File: src/rtl/seqctl_pkg.sv
package seqctl_pkg;

    typedef enum logic [1:0] {
        MODE_TRAD   = 2'd0,
        MODE_CONSEC = 2'd1,
        MODE_PROG   = 2'd2
    } seq_mode_e;

    typedef enum logic [1:0] {
        SEL_CTRL  = 2'd0,
        SEL_RANGE = 2'd1,
        SEL_MASK  = 2'd2,
        SEL_NONE  = 2'd3
    } reg_sel_e;

    typedef struct packed {
        logic ctrl;
        logic rng;
        logic mask;
    } wr_kind_t;

    // Equal bits alias to traditional mode.
    function automatic seq_mode_e decode_mode(input logic s1, input logic s2);
        case ({s1, s2})
            2'b10:   return MODE_CONSEC;
            2'b01:   return MODE_PROG;
            default: return MODE_TRAD;
        endcase
    endfunction

endpackage

File: src/rtl/seq_cfg_regs.sv
module seq_cfg_regs
    import seqctl_pkg::*;
#(
    parameter int NCH  = 8,
    localparam int CH_W = $clog2(NCH)
) (
    input  logic            clk,
    input  logic            rst,
    input  wr_kind_t        kind,
    input  logic            seq1,
    input  logic            seq2,
    input  logic [CH_W-1:0] addr,
    input  logic [NCH-1:0]  data,
    output seq_mode_e       mode_q,
    output logic [CH_W-1:0] end_q,
    output logic [NCH-1:0]  mask_q
);
    always_ff @(posedge clk) begin
        if (rst) begin
            mode_q <= MODE_TRAD;
            end_q  <= '0;
            mask_q <= '0;
        end else begin
            if (kind.ctrl) begin
                mode_q <= decode_mode(seq1, seq2);
                end_q  <= addr;
            end
            if (kind.mask)
                mask_q <= data;
        end
    end

    // a mask write never moves the mode
    a_r5_mask_keeps_mode: assert property (@(posedge clk) disable iff (rst)
        (kind.mask && !kind.ctrl) |=> $stable(mode_q));
endmodule

File: src/rtl/seq_chan_gen.sv
module seq_chan_gen
    import seqctl_pkg::*;
#(
    parameter int NCH  = 8,
    localparam int CH_W = $clog2(NCH)
) (
    input  logic            clk,
    input  logic            rst,
    input  logic            frame_stb,
    input  logic            ctrl_wr,
    input  logic            mask_wr,
    input  seq_mode_e       new_mode,
    input  logic [CH_W-1:0] addr,
    input  seq_mode_e       mode,
    input  logic [CH_W-1:0] end_ch,
    input  logic [NCH-1:0]  mask,
    output logic [CH_W-1:0] chan_q
);
    // Next set bit strictly after 'from', wrapping; 0 when mask empty.
    function automatic logic [CH_W-1:0] next_set(input logic [NCH-1:0] m,
                                                 input logic [CH_W-1:0] from);
        logic            found;
        logic [CH_W-1:0] res;
        found = 1'b0;
        res   = '0;
        for (int k = 1; k <= NCH; k++) begin
            int idx;
            idx = (int'(from) + k) % NCH;
            if (!found && m[idx]) begin
                found = 1'b1;
                res   = CH_W'(idx);
            end
        end
        return res;
    endfunction

    logic [CH_W-1:0] chan_d;

    always_comb begin
        chan_d = chan_q;
        if (ctrl_wr) begin
            case (new_mode)
                MODE_CONSEC: chan_d = '0;
                MODE_PROG:   chan_d = next_set(mask, CH_W'(NCH - 1));
                default:     chan_d = addr;
            endcase
        end else begin
            case (mode)
                MODE_CONSEC: chan_d = (chan_q == end_ch) ? '0 : chan_q + CH_W'(1);
                MODE_PROG:   chan_d = next_set(mask, chan_q);
                default:     chan_d = chan_q;
            endcase
        end
    end

    always_ff @(posedge clk) begin
        if (rst)            chan_q <= '0;
        else if (frame_stb) chan_q <= chan_d;
    end

    // no strobe, no channel change
    a_r11_hold_without_strobe: assert property (@(posedge clk) disable iff (rst)
        !frame_stb |=> $stable(chan_q));
    // consecutive channel never passes the end channel
    a_r3_within_end: assert property (@(posedge clk) disable iff (rst)
        (mode == MODE_CONSEC) |-> (chan_q <= end_ch));
    // programmed steps land on a set mask bit
    a_r4_on_set_bit: assert property (@(posedge clk) disable iff (rst)
        (frame_stb && !ctrl_wr && !mask_wr && mode == MODE_PROG && mask != '0)
        |=> mask[chan_q]);
endmodule

File: src/rtl/seq_range_guard.sv
module seq_range_guard
    import seqctl_pkg::*;
(
    input  logic      clk,
    input  logic      rst,
    input  logic      rng_wr,
    input  logic      ctrl_wr,
    input  seq_mode_e mode,
    output logic      range_we_q,
    output logic      range_err_q
);
    logic busy;
    assign busy = (mode != MODE_TRAD);

    always_ff @(posedge clk) begin
        if (rst) begin
            range_we_q  <= 1'b0;
            range_err_q <= 1'b0;
        end else begin
            range_we_q <= rng_wr && !busy;
            if (ctrl_wr)
                range_err_q <= 1'b0;
            else if (rng_wr && busy)
                range_err_q <= 1'b1;
        end
    end

    // an accepted range write only happens in traditional mode
    a_r7_we_only_trad: assert property (@(posedge clk) disable iff (rst)
        range_we_q |-> (mode == MODE_TRAD));
    // the write pulse lasts a single cycle
    a_r8_single_pulse: assert property (@(posedge clk) disable iff (rst)
        range_we_q |=> !range_we_q);
    // error flag is sticky until a control write
    a_r9_sticky_err: assert property (@(posedge clk) disable iff (rst)
        (range_err_q && !ctrl_wr) |=> range_err_q);
endmodule

File: src/rtl/adc_seq_ctrl.sv
module adc_seq_ctrl
    import seqctl_pkg::*;
#(
    parameter int NCH  = 8,
    localparam int CH_W = $clog2(NCH)
) (
    input  logic            clk,
    input  logic            rst,
    input  logic            frame_stb,
    input  logic            wr_en,
    input  logic [1:0]      reg_sel,
    input  logic            seq1,
    input  logic            seq2,
    input  logic [CH_W-1:0] chan_addr,
    input  logic [NCH-1:0]  wr_data,
    output logic [CH_W-1:0] chan,
    output logic [1:0]      mode,
    output logic            range_we,
    output logic            range_err
);
    wr_kind_t        kind;
    seq_mode_e       mode_q;
    logic [CH_W-1:0] end_q;
    logic [NCH-1:0]  mask_q;

    always_comb begin
        kind.ctrl = frame_stb && wr_en && (reg_sel == SEL_CTRL);
        kind.rng  = frame_stb && wr_en && (reg_sel == SEL_RANGE);
        kind.mask = frame_stb && wr_en && (reg_sel == SEL_MASK);
    end

    seq_cfg_regs #(.NCH(NCH)) u_cfg (
        .clk    (clk),
        .rst    (rst),
        .kind   (kind),
        .seq1   (seq1),
        .seq2   (seq2),
        .addr   (chan_addr),
        .data   (wr_data),
        .mode_q (mode_q),
        .end_q  (end_q),
        .mask_q (mask_q)
    );

    seq_chan_gen #(.NCH(NCH)) u_chan (
        .clk       (clk),
        .rst       (rst),
        .frame_stb (frame_stb),
        .ctrl_wr   (kind.ctrl),
        .mask_wr   (kind.mask),
        .new_mode  (decode_mode(seq1, seq2)),
        .addr      (chan_addr),
        .mode      (mode_q),
        .end_ch    (end_q),
        .mask      (mask_q),
        .chan_q    (chan)
    );

    seq_range_guard u_guard (
        .clk         (clk),
        .rst         (rst),
        .rng_wr      (kind.rng),
        .ctrl_wr     (kind.ctrl),
        .mode        (mode_q),
        .range_we_q  (range_we),
        .range_err_q (range_err)
    );

    assign mode = mode_q;

    // equal sequencing bits always land in traditional mode at the address
    a_r2_trad_load: assert property (@(posedge clk) disable iff (rst)
        (kind.ctrl && (seq1 == seq2)) |=> (mode == 2'd0 && chan == $past(chan_addr)));
endmodule

File: config.mk
export PLATFORM = sky130hd
export DESIGN_NAME = adc_seq_ctrl
export DESIGN_NICKNAME = d
export VERILOG_FILES = /design/src/rtl/seqctl_pkg.sv /design/src/rtl/seq_cfg_regs.sv /design/src/rtl/seq_chan_gen.sv /design/src/rtl/seq_range_guard.sv /design/src/rtl/adc_seq_ctrl.sv
export SDC_FILE = /design/constraint.sdc
export NUM_CORES = 1
export LEC_CHECK = 0
export BUFFER_PORTS_ARGS = -buffer_cell sky130_fd_sc_hd__buf_4
export CORE_ASPECT_RATIO = 0.75
export CORE_UTILIZATION = 57
export CTS_CLUSTER_DIAMETER = 30
export CTS_CLUSTER_SIZE = 14
export DETAILED_ROUTE_END_ITERATION = 8
export PLACE_DENSITY = 0.8
export SYNTH_ARGS = -nofsm -noshare
export SYNTH_HDL_FRONTEND = slang
export SYNTH_HIERARCHICAL = 1
export SYNTH_SLANG_ARGS = --single-unit
File: constraint.sdc
create_clock -name clk -period 4.5 [get_ports clk]
set_input_delay 0.9 -clock clk [delete_from_list [all_inputs] [get_ports clk]]
set_output_delay 0.9 -clock clk [all_outputs]
set_load 0.005 [all_outputs]
==> results.py, run 1 <==
metrics = {
    "run_status": {
        "status": "finished, final reports clean",
    },
    "final_layout": {
        "n_fill_cell": 210,
        "area_delta_synth_final_pct": 13.3,
        "mostFrequentLayoutCells": "buf_4 (26), nor2_1 (23), mux2i_1 (20), dfxtp_1 (18)",
        "diodes": 0,
        "nNetsFinal": 236,
        "drive_gt1_share_pct": 23.9,
        "mostFrequentLayoutCell": "buf_4",
        "fin_area_um2": 1980,
    },
    "pwr": {
        "p_seq_share_pct": 44.7,
        "power_frac_clock_pct": 35.3,
        "ir_drop_v": 0.000143,
        "comb_power_share_pct": 20.0,
        "pwr_density_cell_nw_per_um2": 190,
        "p_sw_uw": 98.2,
        "p_int_uw": 277,
        "power.share.switching_pct": 26.2,
        "p_leak_nw": 0.783,
    },
    "timing": {
        "fin_crit_sh_pct": 80.6,
        "finClkSkew_ps": 1.45,
        "max_slew_margin_pct": 53.9,
        "fmax_mhz": 276,
        "timing.hold.ws_ps": 525,
        "tns_ps": 0,
        "post-route-min-period_ps": 3630,
        "tightest_slew_ps": 690,
        "drv_slew": 0,
        "hold_violations": 0,
        "setup-violations-final": 0,
        "rsz0062_at_grt": "false",
    },
    "clock_tree": {
        "cts_tree": "yes",
        "cts_resized": 0,
        "cts.sinks": 18,
        "cts_made_buffers": 3,
        "clockRootBuffer": "clkbuf_8",
        "clk_path_buf_depth": 2,
        "post_cts_buffers": 0,
        "cts_hold_buf": 0,
        "clk_pin_slew_ps": 70,
        "htree_levels": 1,
        "clk_latency_ps": 250,
    },
    "global_routing": {
        "grt_remaining_overflow": 0,
        "track_usage_pct": 29.1,
        "grt_pass1_wl_um": 7230,
        "antenna_found_initial": 0,
        "grt_pass1_vias": 1510,
        "grt_max_degree": 20,
    },
    "critical_path": {
        "timing.reg2reg.setup_slack_ps": 870,
        "critPathKind": "reg2reg",
        "slowest_stage": "dfxtp_1",
        "cp_cell_sequence": "clkinv_1 -> ha_1 -> mux4_1 -> mux2i_1 -> nor4b_4 -> a31oi_1 -> nand2b_1 -> a21boi_1 -> a311oi_2",
        "cp_slowest_stage_delay_ps": 570,
        "worstPathArrival_ps": 3800,
        "critical_path_required_ps": 4670,
        "worstRegToRegCells": 9,
        "end_kind": "flip-flop",
        "worstSetupStartpointType": "flip-flop",
        "crit_fanout": 10,
    },
    "logic_synthesis": {
        "synth_seq_cells": 18,
        "ys_seq_area_share_pct": 20.7,
        "synth_nets": 214,
        "synth_edf_count": 0,
        "yosys_warnings": 6,
        "avgSynthCellArea_um2": 9.08,
        "netlist_area_um2": 1740,
        "postSynthCellCount": 192,
        "synthFlopType": "dfxtp_1",
        "ys_types": 53,
        "async_reset_ff_share_pct": 0,
    },
    "die": {
        "core_um2": 2760,
        "die-area_um2": 3290,
        "start_util_pct": 63.1,
        "die_y_um": 49.9,
        "die_w_um": 65.9,
        "ios": 26,
        "num_rows": 16,
    },
    "route": {
        "first_iter_violations": 188,
        "ant_nets": 0,
        "wl_per_cell_um": 17.9,
        "drt_pass1_iterations": 4,
        "drc": 0,
        "vias": 1611,
        "wl_um": 4450,
        "via_per_inst": 6.47,
    },
    "placed_design": {
        "place_congestion": 1.01,
        "place_area_um2": 1920,
        "place_hpwl_um": 3310,
        "port_buffers": 25,
    },
    "job": {
        "drv_cap": 0,
    },
    "min_path": {
        "holdPathStages": 2,
        "min-delay-path-class": "reg2reg",
    },
}
==> per-layer routing <==
layer	vias to the layer above	part of all wire, %	GRT usage [%]
met5	-	0	0
met4	0	0.99	6.16
met3	8	11	6.71
met2	95	44	45.2
met1	739	44	40.7
li1	769	-	-
==> power by group through the flow <==
stage | logic, mW | registers (mW) | clock network (mW)
3_5_place_dp | 0.0730 | 0.171 | 0
3_3_place_gp | 0.0706 | 0.171 | 0
6_report | 0.0749 | 0.168 | 0.132
2_1_floorplan | 0.0495 | 0.169 | 0
5_1_grt | 0.0818 | 0.168 | 0.141
4_1_cts | 0.0733 | 0.168 | 0.135
==> worst max-delay path: cells and delay by family (launching register included) <==
family,cells,cell delay [ps]
AO/OA/AOI/OAI,3,690
buffers and inverters,1,320
adder cells (fa/ha/maj),1,550
AND/OR/NAND/NOR,2,650
flip-flops,1,570
multiplexers,2,770
==> flip-flops by register name, indices dropped and copies added (netlist names) <==
signal	cells
u_cfg/mode_q	2
u_chan/chan_q	3
u_cfg/mask_q	8
u_guard/range_err_q	1
u_guard/range_we_q	1
u_cfg/end_q	3
==> cell usage after synthesis, drive strengths merged, types with 3 or more instances <==
master / number / area [um2]
a21oi: 10 / 50.1
a311oi: 3 / 50.1
a31oi: 4 / 25.0
and3: 3 / 18.8
buf: 6 / 51.3
clkbuf: 3 / 12.5
dfxtp: 18 / 360
ha: 3 / 37.5
inv: 7 / 26.3
mux2: 6 / 71.3
mux2i: 20 / 200
mux4: 8 / 191
nand2: 10 / 37.5
nand2b: 6 / 37.5
nor2: 23 / 86.3
nor2b: 6 / 37.5
nor3: 8 / 40.0
o21ai: 5 / 25.0
o31ai: 4 / 30.0
xor2: 5 / 43.8
==> metrics by stage <==
stage / utilization (%) / std cells / worst slack (ps) / total power [mW]
6_report: 71.5 / 249 / 871 / 0.375
2_1_floorplan: - / 192 / 1090 / 0.219
5_1_grt: 71.5 / 249 / 652 / 0.391
4_1_cts: 71.5 / 249 / 944 / 0.376
3_3_place_gp: 69.5 / 245 / 1120 / 0.242
3_5_place_dp: 69.5 / 245 / 964 / 0.244
==> worst paths after layout <==
path	from	end
max	u_chan/chan_q[1]	u_chan/chan_q[2]
min	u_cfg/end_q[1]	u_cfg/end_q[1]
max reg2reg	u_chan/chan_q[1]	u_chan/chan_q[2]
min reg2reg	u_cfg/end_q[1]	u_cfg/end_q[1]
==> logic make-up (layout without fill, tap and decap cells) <==
group / after synthesis / after routing / synth area share, %
AO/OA/AOI/OAI: 42 / 42 / 18.2
XOR/XNOR: 6 / 6 / 3.44
adder cells (fa/ha/maj): 3 / 3 / 2.15
buffers and inverters: 17 / 38 / 5.38
flip-flops: 18 / 18 / 20.7
multiplexers: 34 / 34 / 26.5
AND/OR/NAND/NOR: 72 / 72 / 23.6
==> area by class of cell <==
class | count | area (um2) | area share [%]
clock buffer | 4 | 55.1 | 2.79
timing repair buffer | 26 | 195 | 9.88
multi-input combinational | 157 | 1290 | 65.3
inverter | 8 | 30.0 | 1.52
tap | 36 | 45.0 | 2.28
sequential | 18 | 360 | 18.2
Note: power is estimated with default switching activity, not from simulation.
==> inputs of run 2 (changes only) <==
--- a/config.mk
+++ b/config.mk
@@ -7,11 +7,11 @@
 export LEC_CHECK = 0
 export BUFFER_PORTS_ARGS = -buffer_cell sky130_fd_sc_hd__buf_4
 export CORE_ASPECT_RATIO = 0.75
-export CORE_UTILIZATION = 57
+export CORE_UTILIZATION = 52
 export CTS_CLUSTER_DIAMETER = 30
 export CTS_CLUSTER_SIZE = 14
 export DETAILED_ROUTE_END_ITERATION = 8
-export PLACE_DENSITY = 0.8
+export PLACE_DENSITY = 0.77
 export SYNTH_ARGS = -nofsm -noshare
 export SYNTH_HDL_FRONTEND = slang
 export SYNTH_HIERARCHICAL = 1
==> constraint.sdc (replaced) <==
create_clock -name clk -period 2.95 [get_ports clk]
set_input_delay 0.59 -clock clk [delete_from_list [all_inputs] [get_ports clk]]
set_output_delay 0.59 -clock clk [all_outputs]
set_load 0.005 [all_outputs]
==> results.py, run 2 (synthesized netlist as in run 1, its figures left out) <==
metrics = {
    "run_status": {
        "status": "finished, final reports clean",
    },
    "final_layout": {
        "n_fill_cell": 240,
        "drive_gt1_share_pct": 32.0,
        "fin_area_um2": 2120,
        "nNetsFinal": 251,
        "mostFrequentLayoutCell": "buf_4",
        "fin_cells": 266,
        "area_delta_synth_final_pct": 21.4,
        "diodes": 0,
        "largest_reg_flops": 8,
        "largest_registers": "u_cfg/mask_q x8, u_cfg/end_q x3, u_chan/chan_q x3",
        "largest-register": "u_cfg/mask_q",
        "mostFrequentLayoutCells": "buf_4 (41), nor2_1 (23), mux2i_1 (19), dfxtp_1 (16)",
    },
    "placed_design": {
        "place_hpwl_um": 3650,
        "port_buffers": 25,
        "place_congestion": 0.936,
        "dp.cells": 260,
        "place_area_um2": 2030,
    },
    "timing": {
        "fmax_mhz": 358,
        "drv_slew": 0,
        "setup-violations-final": 0,
        "timing.hold.ws_ps": 528,
        "finClkSkew_ps": 0.380,
        "hold_violations": 0,
        "post-route-min-period_ps": 2800,
        "tightest_slew_ps": 409,
        "fin_crit_sh_pct": 94.8,
        "max_slew_margin_pct": 72.4,
    },
    "critical_path": {
        "crit_fanout": 8,
        "critPathKind": "reg2reg",
        "cp_cell_sequence": "buf_4 -> ha_1 -> xnor2_2 -> mux2_2 -> a311oi_4 -> a32oi_1 -> a2111oi_2 -> o31ai_1 -> a311oi_2",
        "end_kind": "flip-flop",
        "worstSetupStartpointType": "flip-flop",
        "cp_top_family": "compound AO/OA/AOI/OAI gates",
        "slowest_stage": "mux2_2",
        "cp_slowest_stage_delay_ps": 390,
        "worstPathArrival_ps": 2960,
        "critical_path_required_ps": 3110,
        "cp.buffers_inverters": 1,
    },
    "die": {
        "start_util_pct": 56.9,
        "ios": 26,
        "core_um2": 3060,
        "num_rows": 17,
        "die_y_um": 52.2,
        "die_w_um": 68.9,
        "die-area_um2": 3590,
    },
    "clock_tree": {
        "clk_pin_slew_ps": 70,
        "clk_latency_ps": 250,
        "cts.sinks": 18,
        "cts_made_buffers": 3,
        "cts_tree": "yes",
        "clockRootBuffer": "clkbuf_8",
        "clk_path_buf_depth": 2,
        "htree_levels": 1,
    },
    "pwr": {
        "p_total_uw": 585,
        "ir_drop_v": 0.000352,
        "pwr_density_cell_nw_per_um2": 276,
        "p_seq_share_pct": 43.5,
        "p_int_uw": 432,
        "p_leak_nw": 0.848,
        "p_sw_uw": 154,
        "comb_power_share_pct": 21.9,
        "power_frac_clock_pct": 34.6,
        "power.share.switching_pct": 26.2,
    },
    "job": {
        "drv_cap": 0,
    },
    "global_routing": {
        "grt_remaining_overflow": 0,
        "grt_pass1_vias": 1596,
        "track_usage_pct": 29.6,
        "grt_max_degree": 20,
        "grt_pass1_wl_um": 7700,
        "antenna_found_initial": 0,
    },
    "min_path": {
        "min-delay-path-class": "reg2reg",
    },
    "route": {
        "via_per_inst": 6.40,
        "wl_per_cell_um": 18.2,
        "vias": 1703,
        "drc": 0,
        "drt_pass1_iterations": 4,
        "wl_um": 4840,
        "first_iter_violations": 132,
        "ant_nets": 0,
    },
}
run 2: final timing paths:
path	start	endpoint	slack (ps)	cells past startpoint
setup reg to reg	u_chan/chan_q[0]	u_chan/chan_q[2]	150	9
hold / removal	u_cfg/end_q[1]	u_cfg/end_q[1]	530	2
setup / recovery	u_chan/chan_q[0]	u_chan/chan_q[2]	150	9
hold reg to reg	u_cfg/end_q[1]	u_cfg/end_q[1]	530	2
run 2: tightest hold or removal path: stages (launching register included):
cell     delay [ps]
dfxtp_1         340
mux2i_1          70
nor2_1           80
run 2: power groups by stage:
| stage | combinational (mW) | sequential [mW] | clock [mW] |
|---|---|---|---|
| finish | 0.128 | 0.254 | 0.203 |
| global route | 0.139 | 0.255 | 0.216 |
| CTS | 0.121 | 0.254 | 0.205 |
| detailed placement | 0.120 | 0.260 | 0 |
| global placement | 0.117 | 0.260 | 0 |
| floorplan | 0.0776 | 0.258 | 0 |
run 2: layout make-up:
type,count,area (um2),area share (%)
clock buffers,4,55.1,2.60
inverters,8,30.0,1.42
multi-input cells,157,1320,62.1
flip-flops and latches,18,363,17.1
well taps,38,47.5,2.24
repair buffers,41,308,14.5
run 2: what timing repair did:
action / CTS / global route
setup endpoints to repair: 0 / 3
resized for setup: 0 / 4
setup buffers: 0 / 2
hold buffers: 0 / 0
run 2: per-layer routing:
metal	track usage (%)	routed length [um]
met1	41.9	2160
met2	44.7	2180
met3	7.46	446
met4	7.14	56
met5	0	0
run 2: metrics by stage:
step                setup slack (ps)  TNS [ps]  utilization, %
global placement                 214         0            66.2
finish                           153         0            69.2
floorplan                       15.3         0               -
CTS                             98.0         0            68.0
global route                   -13.1     -13.1            69.2
detailed placement               106         0            66.2
